`config.mk`:
```
export PLATFORM = sky130hd
export DESIGN_NAME = dual_byte_8b10b_enc
export DESIGN_NICKNAME = d
export VERILOG_FILES = /design/src/rtl/enc8b10b_pkg.sv /design/src/rtl/enc_5b6b.sv /design/src/rtl/enc_3b4b.sv /design/src/rtl/enc_slice.sv /design/src/rtl/dual_byte_8b10b_enc.sv
export SDC_FILE = /design/constraint.sdc
export NUM_CORES = 1
export LEC_CHECK = 0
export BUFFER_PORTS_ARGS = -buffer_cell sky130_fd_sc_hd__buf_2
export CAP_MARGIN = 10
export CORE_ASPECT_RATIO = 0.5
export CORE_UTILIZATION = 50
export CTS_CLUSTER_DIAMETER = 50
export CTS_CLUSTER_SIZE = 16
export DETAILED_ROUTE_END_ITERATION = 7
export HOLD_SLACK_MARGIN = 0.03
export PLACE_DENSITY = 0.76
export SLEW_MARGIN = 20
export SYNTH_ARGS = -nofsm -noshare
export SYNTH_HDL_FRONTEND = slang
export SYNTH_SLANG_ARGS = --single-unit
```
`constraint.sdc`:
```
create_clock -name clk -period 9.1 [get_ports clk]
set_input_delay 0.91 -clock clk [delete_from_list [all_inputs] [get_ports clk]]
set_output_delay 0.91 -clock clk [all_outputs]
set_load 0.01 [all_outputs]
```
`src/rtl/enc8b10b_pkg.sv`:
```
package enc8b10b_pkg;

  localparam int unsigned SYM_W  = 8;
  localparam int unsigned CODE_W = 10;
  localparam int unsigned X_W    = 5;
  localparam int unsigned Y_W    = 3;

  // running disparity encoding: 0 = negative, 1 = positive
  localparam logic RD_NEG = 1'b0;
  localparam logic RD_POS = 1'b1;

  function automatic logic [5:0] rev6(input logic [5:0] v);
    logic [5:0] r;
    for (int n = 0; n < 6; n++) r[n] = v[5-n];
    return r;
  endfunction

  function automatic logic [3:0] rev4(input logic [3:0] v);
    logic [3:0] r;
    for (int n = 0; n < 4; n++) r[n] = v[3-n];
    return r;
  endfunction

  function automatic logic [2:0] ones6(input logic [5:0] v);
    logic [2:0] s;
    s = '0;
    for (int n = 0; n < 6; n++) s = s + {2'b00, v[n]};
    return s;
  endfunction

  function automatic logic [2:0] ones4(input logic [3:0] v);
    logic [2:0] s;
    s = '0;
    for (int n = 0; n < 4; n++) s = s + {2'b00, v[n]};
    return s;
  endfunction

endpackage

```
`src/rtl/enc_5b6b.sv`:
```
module enc_5b6b
  import enc8b10b_pkg::*;
(
  input  logic [X_W-1:0] x_i,
  input  logic           k_i,
  input  logic           rd_i,
  output logic [5:0]     sb6_o,   // bit 0 = a ... bit 5 = i
  output logic           rd_o
);

  // negative-disparity form, written abcdei with a in the MSB position
  logic [5:0] base;
  logic       unbal;
  logic       flip;

  always_comb begin
    case (x_i)
      5'd0:  base = 6'b100111;
      5'd1:  base = 6'b011101;
      5'd2:  base = 6'b101101;
      5'd3:  base = 6'b110001;
      5'd4:  base = 6'b110101;
      5'd5:  base = 6'b101001;
      5'd6:  base = 6'b011001;
      5'd7:  base = 6'b111000;
      5'd8:  base = 6'b111001;
      5'd9:  base = 6'b100101;
      5'd10: base = 6'b010101;
      5'd11: base = 6'b110100;
      5'd12: base = 6'b001101;
      5'd13: base = 6'b101100;
      5'd14: base = 6'b011100;
      5'd15: base = 6'b010111;
      5'd16: base = 6'b011011;
      5'd17: base = 6'b100011;
      5'd18: base = 6'b010011;
      5'd19: base = 6'b110010;
      5'd20: base = 6'b001011;
      5'd21: base = 6'b101010;
      5'd22: base = 6'b011010;
      5'd23: base = 6'b111010;
      5'd24: base = 6'b110011;
      5'd25: base = 6'b100110;
      5'd26: base = 6'b010110;
      5'd27: base = 6'b110110;
      5'd28: base = k_i ? 6'b001111 : 6'b001110;
      5'd29: base = 6'b101110;
      5'd30: base = 6'b011110;
      default: base = 6'b101011;
    endcase
  end

  assign unbal = (ones6(base) != 3'd3);
  // complement at positive disparity: unbalanced blocks and the x=7 special
  assign flip  = (rd_i == RD_POS) && (unbal || (x_i == 5'd7));
  assign sb6_o = rev6(flip ? ~base : base);
  assign rd_o  = unbal ? ~rd_i : rd_i;

endmodule

```
`src/rtl/enc_3b4b.sv`:
```
module enc_3b4b
  import enc8b10b_pkg::*;
(
  input  logic [Y_W-1:0] y_i,
  input  logic [X_W-1:0] x_i,
  input  logic           k_i,
  input  logic           rd_i,    // disparity after the six-bit stage
  output logic [3:0]     sb4_o,   // bit 0 = f ... bit 3 = j
  output logic           rd_o
);

  logic [3:0] base;   // negative-disparity form, fghj with f in the MSB position
  logic       use_alt;
  logic       unbal;
  logic       k_swap;
  logic       flip;

  // alternate x.7: avoids a run of five equal bits across the sub-block seam
  assign use_alt = (y_i == 3'd7) &&
                   (k_i ||
                    ((rd_i == RD_NEG) && ((x_i == 5'd17) || (x_i == 5'd18) || (x_i == 5'd20))) ||
                    ((rd_i == RD_POS) && ((x_i == 5'd11) || (x_i == 5'd13) || (x_i == 5'd14))));

  always_comb begin
    case (y_i)
      3'd0: base = 4'b1011;
      3'd1: base = 4'b1001;
      3'd2: base = 4'b0101;
      3'd3: base = 4'b1100;
      3'd4: base = 4'b1101;
      3'd5: base = 4'b1010;
      3'd6: base = 4'b0110;
      default: base = use_alt ? 4'b0111 : 4'b1110;
    endcase
  end

  assign unbal  = (ones4(base) != 3'd2);
  // control characters invert the balanced y=1,2,5,6 forms after a negative six-bit stage
  assign k_swap = k_i && !unbal && (y_i != 3'd3) && (rd_i == RD_NEG);
  assign flip   = ((rd_i == RD_POS) && (unbal || (y_i == 3'd3))) || k_swap;
  assign sb4_o  = rev4(flip ? ~base : base);
  assign rd_o   = unbal ? ~rd_i : rd_i;

endmodule

```
`src/rtl/enc_slice.sv`:
```
module enc_slice
  import enc8b10b_pkg::*;
(
  input  logic [SYM_W-1:0]  sym_i,
  input  logic              k_i,
  input  logic              rd_i,
  output logic [CODE_W-1:0] code_o,
  output logic              rd_o
);

  logic [5:0] sb6;
  logic [3:0] sb4;
  logic       rd_mid;

  enc_5b6b u_5b6b (
    .x_i   (sym_i[X_W-1:0]),
    .k_i   (k_i),
    .rd_i  (rd_i),
    .sb6_o (sb6),
    .rd_o  (rd_mid)
  );

  enc_3b4b u_3b4b (
    .y_i   (sym_i[SYM_W-1:X_W]),
    .x_i   (sym_i[X_W-1:0]),
    .k_i   (k_i),
    .rd_i  (rd_mid),
    .sb4_o (sb4),
    .rd_o  (rd_o)
  );

  assign code_o = {sb4, sb6};

endmodule

```
`src/rtl/dual_byte_8b10b_enc.sv`:
```
module dual_byte_8b10b_enc
  import enc8b10b_pkg::*;
#(
  parameter int unsigned LANES = 2
) (
  input  logic                     clk,
  input  logic                     rst,
  input  logic                     in_valid,
  input  logic [LANES*SYM_W-1:0]   in_data,
  input  logic [LANES-1:0]         in_ctrl,
  output logic [LANES*CODE_W-1:0]  enc_out
);

  localparam int unsigned DIN_W  = LANES * SYM_W;
  localparam int unsigned DOUT_W = LANES * CODE_W;

  logic                rd_q;
  logic [LANES:0]      rd_chain;
  logic [CODE_W-1:0]   lane_code [LANES];
  logic [DOUT_W-1:0]   code_w;
  logic [DOUT_W-1:0]   enc_q;

  assign rd_chain[0] = rd_q;

  for (genvar g = 0; g < LANES; g++) begin : g_lane
    enc_slice u_slice (
      .sym_i  (in_data[g*SYM_W +: SYM_W]),
      .k_i    (in_ctrl[g]),
      .rd_i   (rd_chain[g]),
      .code_o (lane_code[g]),
      .rd_o   (rd_chain[g+1])
    );
    assign code_w[g*CODE_W +: CODE_W] = lane_code[g];

    // weight of every character stays within four to six ones
    p_weight_r11 : assert property (@(posedge clk) disable iff (rst)
      in_valid |-> (($countones(lane_code[g]) >= 4) && ($countones(lane_code[g]) <= 6)));

    // character disparity agrees with the disparity this lane starts from
    p_start_sign_r4 : assert property (@(posedge clk) disable iff (rst)
      in_valid |-> ((rd_chain[g] == RD_POS) ? ($countones(lane_code[g]) <= 5)
                                            : ($countones(lane_code[g]) >= 5)));

    // the disparity handed to the next lane moves only on an unbalanced character
    p_hand_on_r4 : assert property (@(posedge clk) disable iff (rst)
      in_valid |-> (($countones(lane_code[g]) == 5) ? (rd_chain[g+1] == rd_chain[g])
                                                    : (rd_chain[g+1] == ($countones(lane_code[g]) > 5))));
  end

  always_ff @(posedge clk) begin
    if (rst) begin
      rd_q  <= RD_NEG;
      enc_q <= '0;
    end else if (in_valid) begin
      rd_q  <= rd_chain[LANES];
      enc_q <= code_w;
    end
  end

  assign enc_out = enc_q;

  // reset leaves a zero output word
  p_reset_zero_r6 : assert property (@(posedge clk)
    rst |=> (enc_out == '0));

  // an idle strobe keeps the output word
  p_idle_hold_r7 : assert property (@(posedge clk) disable iff (rst)
    !in_valid |=> $stable(enc_out));

  // a word accepted right after reset starts from negative disparity
  p_first_neg_r6 : assert property (@(posedge clk)
    (rst && $past(rst)) |=> (rd_chain[0] == RD_NEG));

  initial begin
    if (DIN_W != LANES * 8) $error("lane width mismatch");
  end

endmodule

```
=== Word-level counts from Yosys, hierarchy flattened ===
Index checks and enable logic that the tools add are counted.

* Flip-flop bits (word level): 21
* Output and inout port bits: 20
* Logic and storage cells: 162

* Multiplexer cells: 16
* Bitwise operators: 8
* Equality and inequality tests: 80
* Reduce and logical (&&, ||, !) cells: 40
* $add $sub $neg: 16

{| class="wikitable"
|+ Operators with widths
! kind !! count
|-
| $pmux 6 s31 || 2
|-
| $eq 5x5->1 const B || 30
|-
| $eq 5x4->1 const B || 16
|-
| $pmux 4 s7 || 2
|-
| $eq 5x3->1 const B || 8
|-
| $add 3x1->3 || 8
|-
| $eq 3x3->1 const B || 8
|-
| $eq 5x2->1 const B || 4
|-
| $logic_or 1x1->1 || 18
|-
| $ne 3x2->1 const B || 6
|-
| $logic_and 1x1->1 || 16
|-
| $mux 4 || 4
|-
| $add 2x1->3 || 4
|-
| $eq 3x2->1 const B || 4
|-
| $mux 6 || 2
|-
| $not 6->6 || 2
|-
| $eq 5x1->1 const B || 2
|-
| $logic_not 5->1 || 2
|-
| $add 1x1->2 || 4
|-
| $not 4->4 || 2
|-
| $eq 3x1->1 const B || 2
|-
| $logic_not 3->1 || 2
|-
| $mux 1 || 6
|-
| $not 1->1 || 4
|-
| $logic_not 1->1 || 2
|}

=== Logic depth before layout (Yosys ltp) ===
* Word-level depth: 40
* Mapped depth: 34
* Mapped depth without buffers: 33

=== By module ===
From an unflattened synthesis, not the netlist that was laid out.

* Cell total of the unflattened synthesis: 283
* Area, all modules: 2459.9 µm²

{| class="wikitable"
|+ By module, submodules not included
! module !! instances !! area an instance (µm²) !! cells an instance
|-
| enc_5b6b || 2 || 540.5 || 68
|-
| dual_byte_8b10b_enc || 1 || 752.0 || 68
|-
| enc_3b4b at g_lane[1].u_slice.u_3b4b || 1 || 322.8 || 40
|-
| enc_3b4b at g_lane[0].u_slice.u_3b4b || 1 || 304.0 || 39
|}

=== Worst setup path before layout ===
No wires, ideal clock.

* Path type: input to register
* From: in in_data[0]
* To: reg enc_q[16], in the netlist enc_out[16]
* Setup slack: 0.009 ns
* Data arrival time: 8.988 ns
* Required time: 8.997 ns
* Path buffers: 2
* Stages on the path: 32
* Cells stage by stage: buf_2 > buf_1 > o22ai_1 > a221o_1 > fa_1 > fa_1 > inv_1 > ha_1 > inv_1 > fa_1 > nand3b_4 > xor2_2 > mux2_2 > o41ai_2 > o21ai_0 > fa_1 > ha_1 > ha_1 > nor3b_2 > xnor2_2 > a21oi_1 > o32ai_1 > inv_1 > fa_1 > ha_1 > ha_1 > nor3b_1 > o31a_1 > nand2_1 > mux2i_2 > nor2_1 > a2111oi_2

* Cells in the longest elaborated chain, start to end: 40
* Elaborated cells between the ends (all ways): 79

{| class="wikitable"
|+ Ends and longest elaborated chain
! element !! line !! text
|-
| from (decl) || dual_byte_8b10b_enc.sv:9 || <nowiki>input logic [LANES*SYM_W-1:0] in_data,</nowiki>
|-
| $eq 5x5->1 (tied with other cells) || enc_5b6b.sv:17 || <nowiki>case (x_i)</nowiki>
|-
| $pmux 6 s31 || enc_5b6b.sv:17 ||
|-
| $add 1x1->2 || enc8b10b_pkg.sv:27 || <nowiki>for (int n = 0; n < 6; n++) s = s + {2'b00, v[n]};</nowiki>
|-
| $add 2x1->3 || enc8b10b_pkg.sv:27 ||
|-
| $add 3x1->3 (3 in series) || enc8b10b_pkg.sv:27 ||
|-
| $ne 3x2->1 || enc_5b6b.sv:53 || <nowiki>assign unbal = (ones6(base) != 3'd3);</nowiki>
|-
| $mux 1 || enc_5b6b.sv:57 || <nowiki>assign rd_o = unbal ? ~rd_i : rd_i;</nowiki>
|-
| $not 1->1 || enc_3b4b.sv:21, enc_3b4b.sv:42 ||
|-
| [... 20 more ...] || - ||
|-
| $add 1x1->2 || enc8b10b_pkg.sv:34 || <nowiki>for (int n = 0; n < 4; n++) s = s + {2'b00, v[n]};</nowiki>
|-
| $add 2x1->3 || enc8b10b_pkg.sv:34 ||
|-
| $add 3x1->3 || enc8b10b_pkg.sv:34 ||
|-
| $ne 3x2->1 || enc_3b4b.sv:37 || <nowiki>assign unbal = (ones4(base) != 3'd2);</nowiki>
|-
| $logic_not 1->1 || enc_3b4b.sv:39 || <nowiki>assign k_swap = k_i && !unbal && (y_i != 3'd3) && (rd_i == RD_NEG);</nowiki>
|-
| $logic_and 1x1->1 (3 in series) || enc_3b4b.sv:39 ||
|-
| $logic_or 1x1->1 || enc_3b4b.sv:40 || <nowiki>assign flip = ((rd_i == RD_POS) && (unbal || (y_i == 3'd3))) || k_swap;</nowiki>
|-
| $mux 4 * || enc_3b4b.sv:41 || <nowiki>assign sb4_o = rev4(flip ? ~base : base);</nowiki>
|-
| to (signal assigned) || dual_byte_8b10b_enc.sv:56 || <nowiki>enc_q <= code_w;</nowiki>
|-
| to (decl) || dual_byte_8b10b_enc.sv:21 || <nowiki>logic [DOUT_W-1:0] enc_q;</nowiki>
|}

Every way passes the cells marked *; elsewhere a longest branch is shown, timed or not.
A chain may end at the register's enable or synchronous reset.

=== Worst setup path after layout ===
* From: in in_data[0]
* To: reg enc_q[18], in the netlist enc_out[18]

* Cells in the longest elaborated chain, start to end: 40
* Elaborated cells between the ends (all ways): 78

{| class="wikitable"
|+ Ends and longest elaborated chain
! element !! line
|-
| $eq 5x5->1 (tied with other cells) || enc_5b6b.sv:17
|-
| $pmux 6 s31 || enc_5b6b.sv:17
|-
| $add 1x1->2 || enc8b10b_pkg.sv:27
|-
| $add 2x1->3 || enc8b10b_pkg.sv:27
|-
| $add 3x1->3 (3 in series) || enc8b10b_pkg.sv:27
|-
| $ne 3x2->1 || enc_5b6b.sv:53
|-
| $mux 1 || enc_5b6b.sv:57
|-
| $not 1->1 || enc_3b4b.sv:21, enc_3b4b.sv:42
|-
| [... 20 more ...] || -
|-
| $add 1x1->2 || enc8b10b_pkg.sv:34
|-
| $add 2x1->3 || enc8b10b_pkg.sv:34
|-
| $add 3x1->3 || enc8b10b_pkg.sv:34
|-
| $ne 3x2->1 || enc_3b4b.sv:37
|-
| $logic_not 1->1 || enc_3b4b.sv:39
|-
| $logic_and 1x1->1 (3 in series) || enc_3b4b.sv:39
|-
| $logic_or 1x1->1 * || enc_3b4b.sv:40
|-
| $mux 4 * || enc_3b4b.sv:41
|}

Marks and branches as above.

==> flow_summary.yaml <==
clock_tree:
  path_clk_slew_ns: 0.08
  cts-root-buf: "clkbuf_8"
  cts_made_buffers: 3
  h-tree-depth: 1
  hold_buffers: 0
  clock_path_buffers: 2
  cts_tree: "built"
  clk_latency_ns: 0.26
  cts.sinks: 21
critical_path:
  cp_slowest_stage_delay_ns: 0.54
  cp-start-kind: "input pin"
  r2r_cells: 22
  end_kind: "register"
  path_max_fanout: 19
  path_depth: 34
  slowest_stage: "fa_1"
  cp_num_buf_inv: 5
  path_class: "input pin to register"
  crit_arrival_ns: 8.91
  path_delay_family: "adder cells"
  cp.required_ns: 9.28
route:
  wl_per_cell_microns: 12.5
  route.detailed.drc: 0
  drt_iter0_drc: 89
  firstDrtPassIters: 4
  vias: 1935
  wl_microns: 4460
  via_per_inst: 5.42
  ant_nets: 0
layout:
  final_cells: 357
  num_antenna_cells: 0
  num-nets-final: 339
  drive_above_1_share_pct: 24.1
  syn_to_final_growth_pct: 16.8
  final_area_sq_um: 2450
  post-route-util_pct: 61.8
pwr:
  p_int_w: 0.000334
  p_sw_share_pct: 41.5
  pwr-share-comb_pct: 66.9
  clockPowerShare_pct: 10.7
  seq_power_share_pct: 22.5
  power.leakage_nw: 1.07
  power_w: 0.000571
  irDropWorstVdd_uv: 110
  p_per_area_nw_per_um2: 233
  switching_power_w: 0.000237
die:
  io_pins: 41
  die_w_microns: 93.6
  die_h_microns: 47.8
  coreArea_sq_um: 3960
  die-area_sq_um: 4480
  num_rows: 16
  start_util_pct: 52.9
worst_hold_path:
  min_path_cells: 2
  hold_path_class: "register to register"
yosys:
  synth-edff-count: 0
  syn-num-nets: 303
  synth_common_cells: "nor2_1, dfxtp_1, xnor2_1, a211oi_1, inv_1"
  ys_ff_latch: 21
  syn-cell-area_sq_um: 2100
  yosys.cell_count.top_type: "nor2_1"
  yosysWarnings: 0
  synthFlopType: "dfxtp_1"
  avgSynthCellArea_sq_um: 7.83
  synth_top_area_share_pct: 20.0
  synth_top_area_cell: "dfxtp_1"
  synth_cell_types: 57
  async_flop_share_pct: 0
  seq_area_frac_synth_pct: 20.0
  synth_area_leaders: "dfxtp_1, xnor2_1, fa_1"
  syn_inst: 268
global_routing:
  grt_antenna_before_repair: 0
  gr-total-overflow: 0
  first_global_vias: 1548
  grt_max_degree: 35
  track_usage_pct: 19.4
  grt_pass1_wl_microns: 6860
timing:
  setup_viol: 0
  clock.fmax_mhz: 114
  slew_viol_final: 0
  skew_ns: 0.00397
  hold_viol_final: 0
  tightest_slew_ns: 0.628
  fin_tns_setup_ns: 0
  min_period_ns: 8.74
  slew_headroom_pct: 57.8
  period_share_pct: 96.0
placement:
  place_area_sq_um: 2350
  portBuffers: 40
  gp_congestion: 0.902
  dp_hpwl_microns: 3350
  dp_cells: 351
flow_run:
  maxCapViolations: 0
run_status:
  status: "completed"
## worst register-to-register path: stages, from the launching register on
cell and delay [ns]:
dfxtp_1 0.45, xor2_2 0.18, mux2_2 0.37, o41ai_4 0.38
a21boi_1 0.16, inv_1 0.10, fa_1 0.42, ha_1 0.22
ha_1 0.28, nor3b_4 0.26, xnor2_2 0.18, a21oi_1 0.11
o41ai_2 0.45, fa_1 0.47, ha_1 0.20, ha_1 0.27
nor3b_2 0.19, o31a_1 0.20, nand2_1 0.07, mux2i_2 0.19
buf_4 0.17, xnor2_1 0.08, a211oi_1 0.24
## per-stage QoR
step                      hold slack [ns]  worst slack [ns]
after floorplan                     0.505           0.00856
after global placement              0.468             0.188
after detailed placement            0.475           -0.0249
after CTS                           0.487             0.205
after global routing                0.506           -0.0767
final                               0.484             0.363
## worst paths after layout
check | start | end | slack (ns)
worst min register to register | enc_out[8]$_SDFFE_PP0P_ | enc_out[8]$_SDFFE_PP0P_ | 0.48
worst max register to register | rd_q$_SDFFE_PP0P_ | enc_out[18]$_SDFFE_PP0P_ | 3.39
worst min-delay path | enc_out[8]$_SDFFE_PP0P_ | enc_out[8]$_SDFFE_PP0P_ | 0.48
worst max-delay path | in_data[0] | enc_out[18]$_SDFFE_PP0P_ | 0.36
## cells by family (layout without fill, tap and decap cells)
group                    count (synthesis)  after routing  share of synthesized area, %
buffers and inverters                   36             71                          6.80
flip-flops                              21             21                          20.0
XOR/XNOR                                30             30                          13.6
AO/OA/AOI/OAI                           73             73                          24.3
AND/OR/NAND/NOR                         88             88                          20.9
multiplexers                             5              5                          2.62
adder cells (fa/ha/maj)                 15             15                          11.7
## sequential cells by signal (all words and copies together) (netlist names)
signal / count
enc_out: 20
rd_q: 1
## cell usage in the layout (no fill, tap or decap), drive strengths merged, types with 2 or more instances in the layout
| cell type | Yosys | layout |
|---|---|---|
| nor4 | 4 | 4 |
| nand2b | 4 | 4 |
| inv | 16 | 16 |
| o21ai | 14 | 14 |
| fa | 8 | 8 |
| nand3b | 3 | 3 |
| clkbuf | 15 | 4 |
| nor3 | 8 | 8 |
| mux2i | 4 | 4 |
| nor3b | 3 | 3 |
| nand3 | 3 | 3 |
| o41ai | 2 | 2 |
| dfxtp | 21 | 21 |
| a221oi | 2 | 2 |
| a21o | 5 | 5 |
| a21oi | 15 | 15 |
| nor2 | 37 | 37 |
| nor2b | 2 | 2 |
| o22ai | 4 | 4 |
| and3 | 3 | 3 |
| nand2 | 15 | 15 |
| xnor2 | 22 | 22 |
| or2 | 2 | 2 |
| ha | 6 | 6 |
| buf | 5 | 50 |
| a21boi | 2 | 2 |
| a211oi | 16 | 16 |
| xor2 | 8 | 8 |
## per-layer routing
metal	track usage [%]	vias to the layer above	share of wire (%)
met2	35.3	31	47
met3	2.38	2	2.6
met1	26.1	895	50
li1	-	1007	-
met5	0	-	0
met4	3.69	0	0.31
## repair_timing
item,CTS,global route
buffers inserted,0,2
endpoints found under the setup margin,0,4
gates resized for setup,0,8
## area by class of cell
type                            count  area (sq um)
Multi-Input combinational cell    211          1570
Fill cell                         339          1510
Sequential cell                    21           420
Timing Repair Buffer               51           285
Tap cell                           54          67.6
Inverter                           16          60.1
Clock buffer                        3          41.3
Clock inverter                      1          7.51
## power groups by stage
stage	clock network (W)	registers [W]	logic [W]
after floorplan	0	0.000140	0.000265
after global placement	0	0.000130	0.000362
after detailed placement	0	0.000130	0.000369
after CTS	0.0000627	0.000128	0.000374
after global routing	0.0000678	0.000132	0.000421
final	0.0000610	0.000128	0.000382
Power figures use the tool's default switching activity.
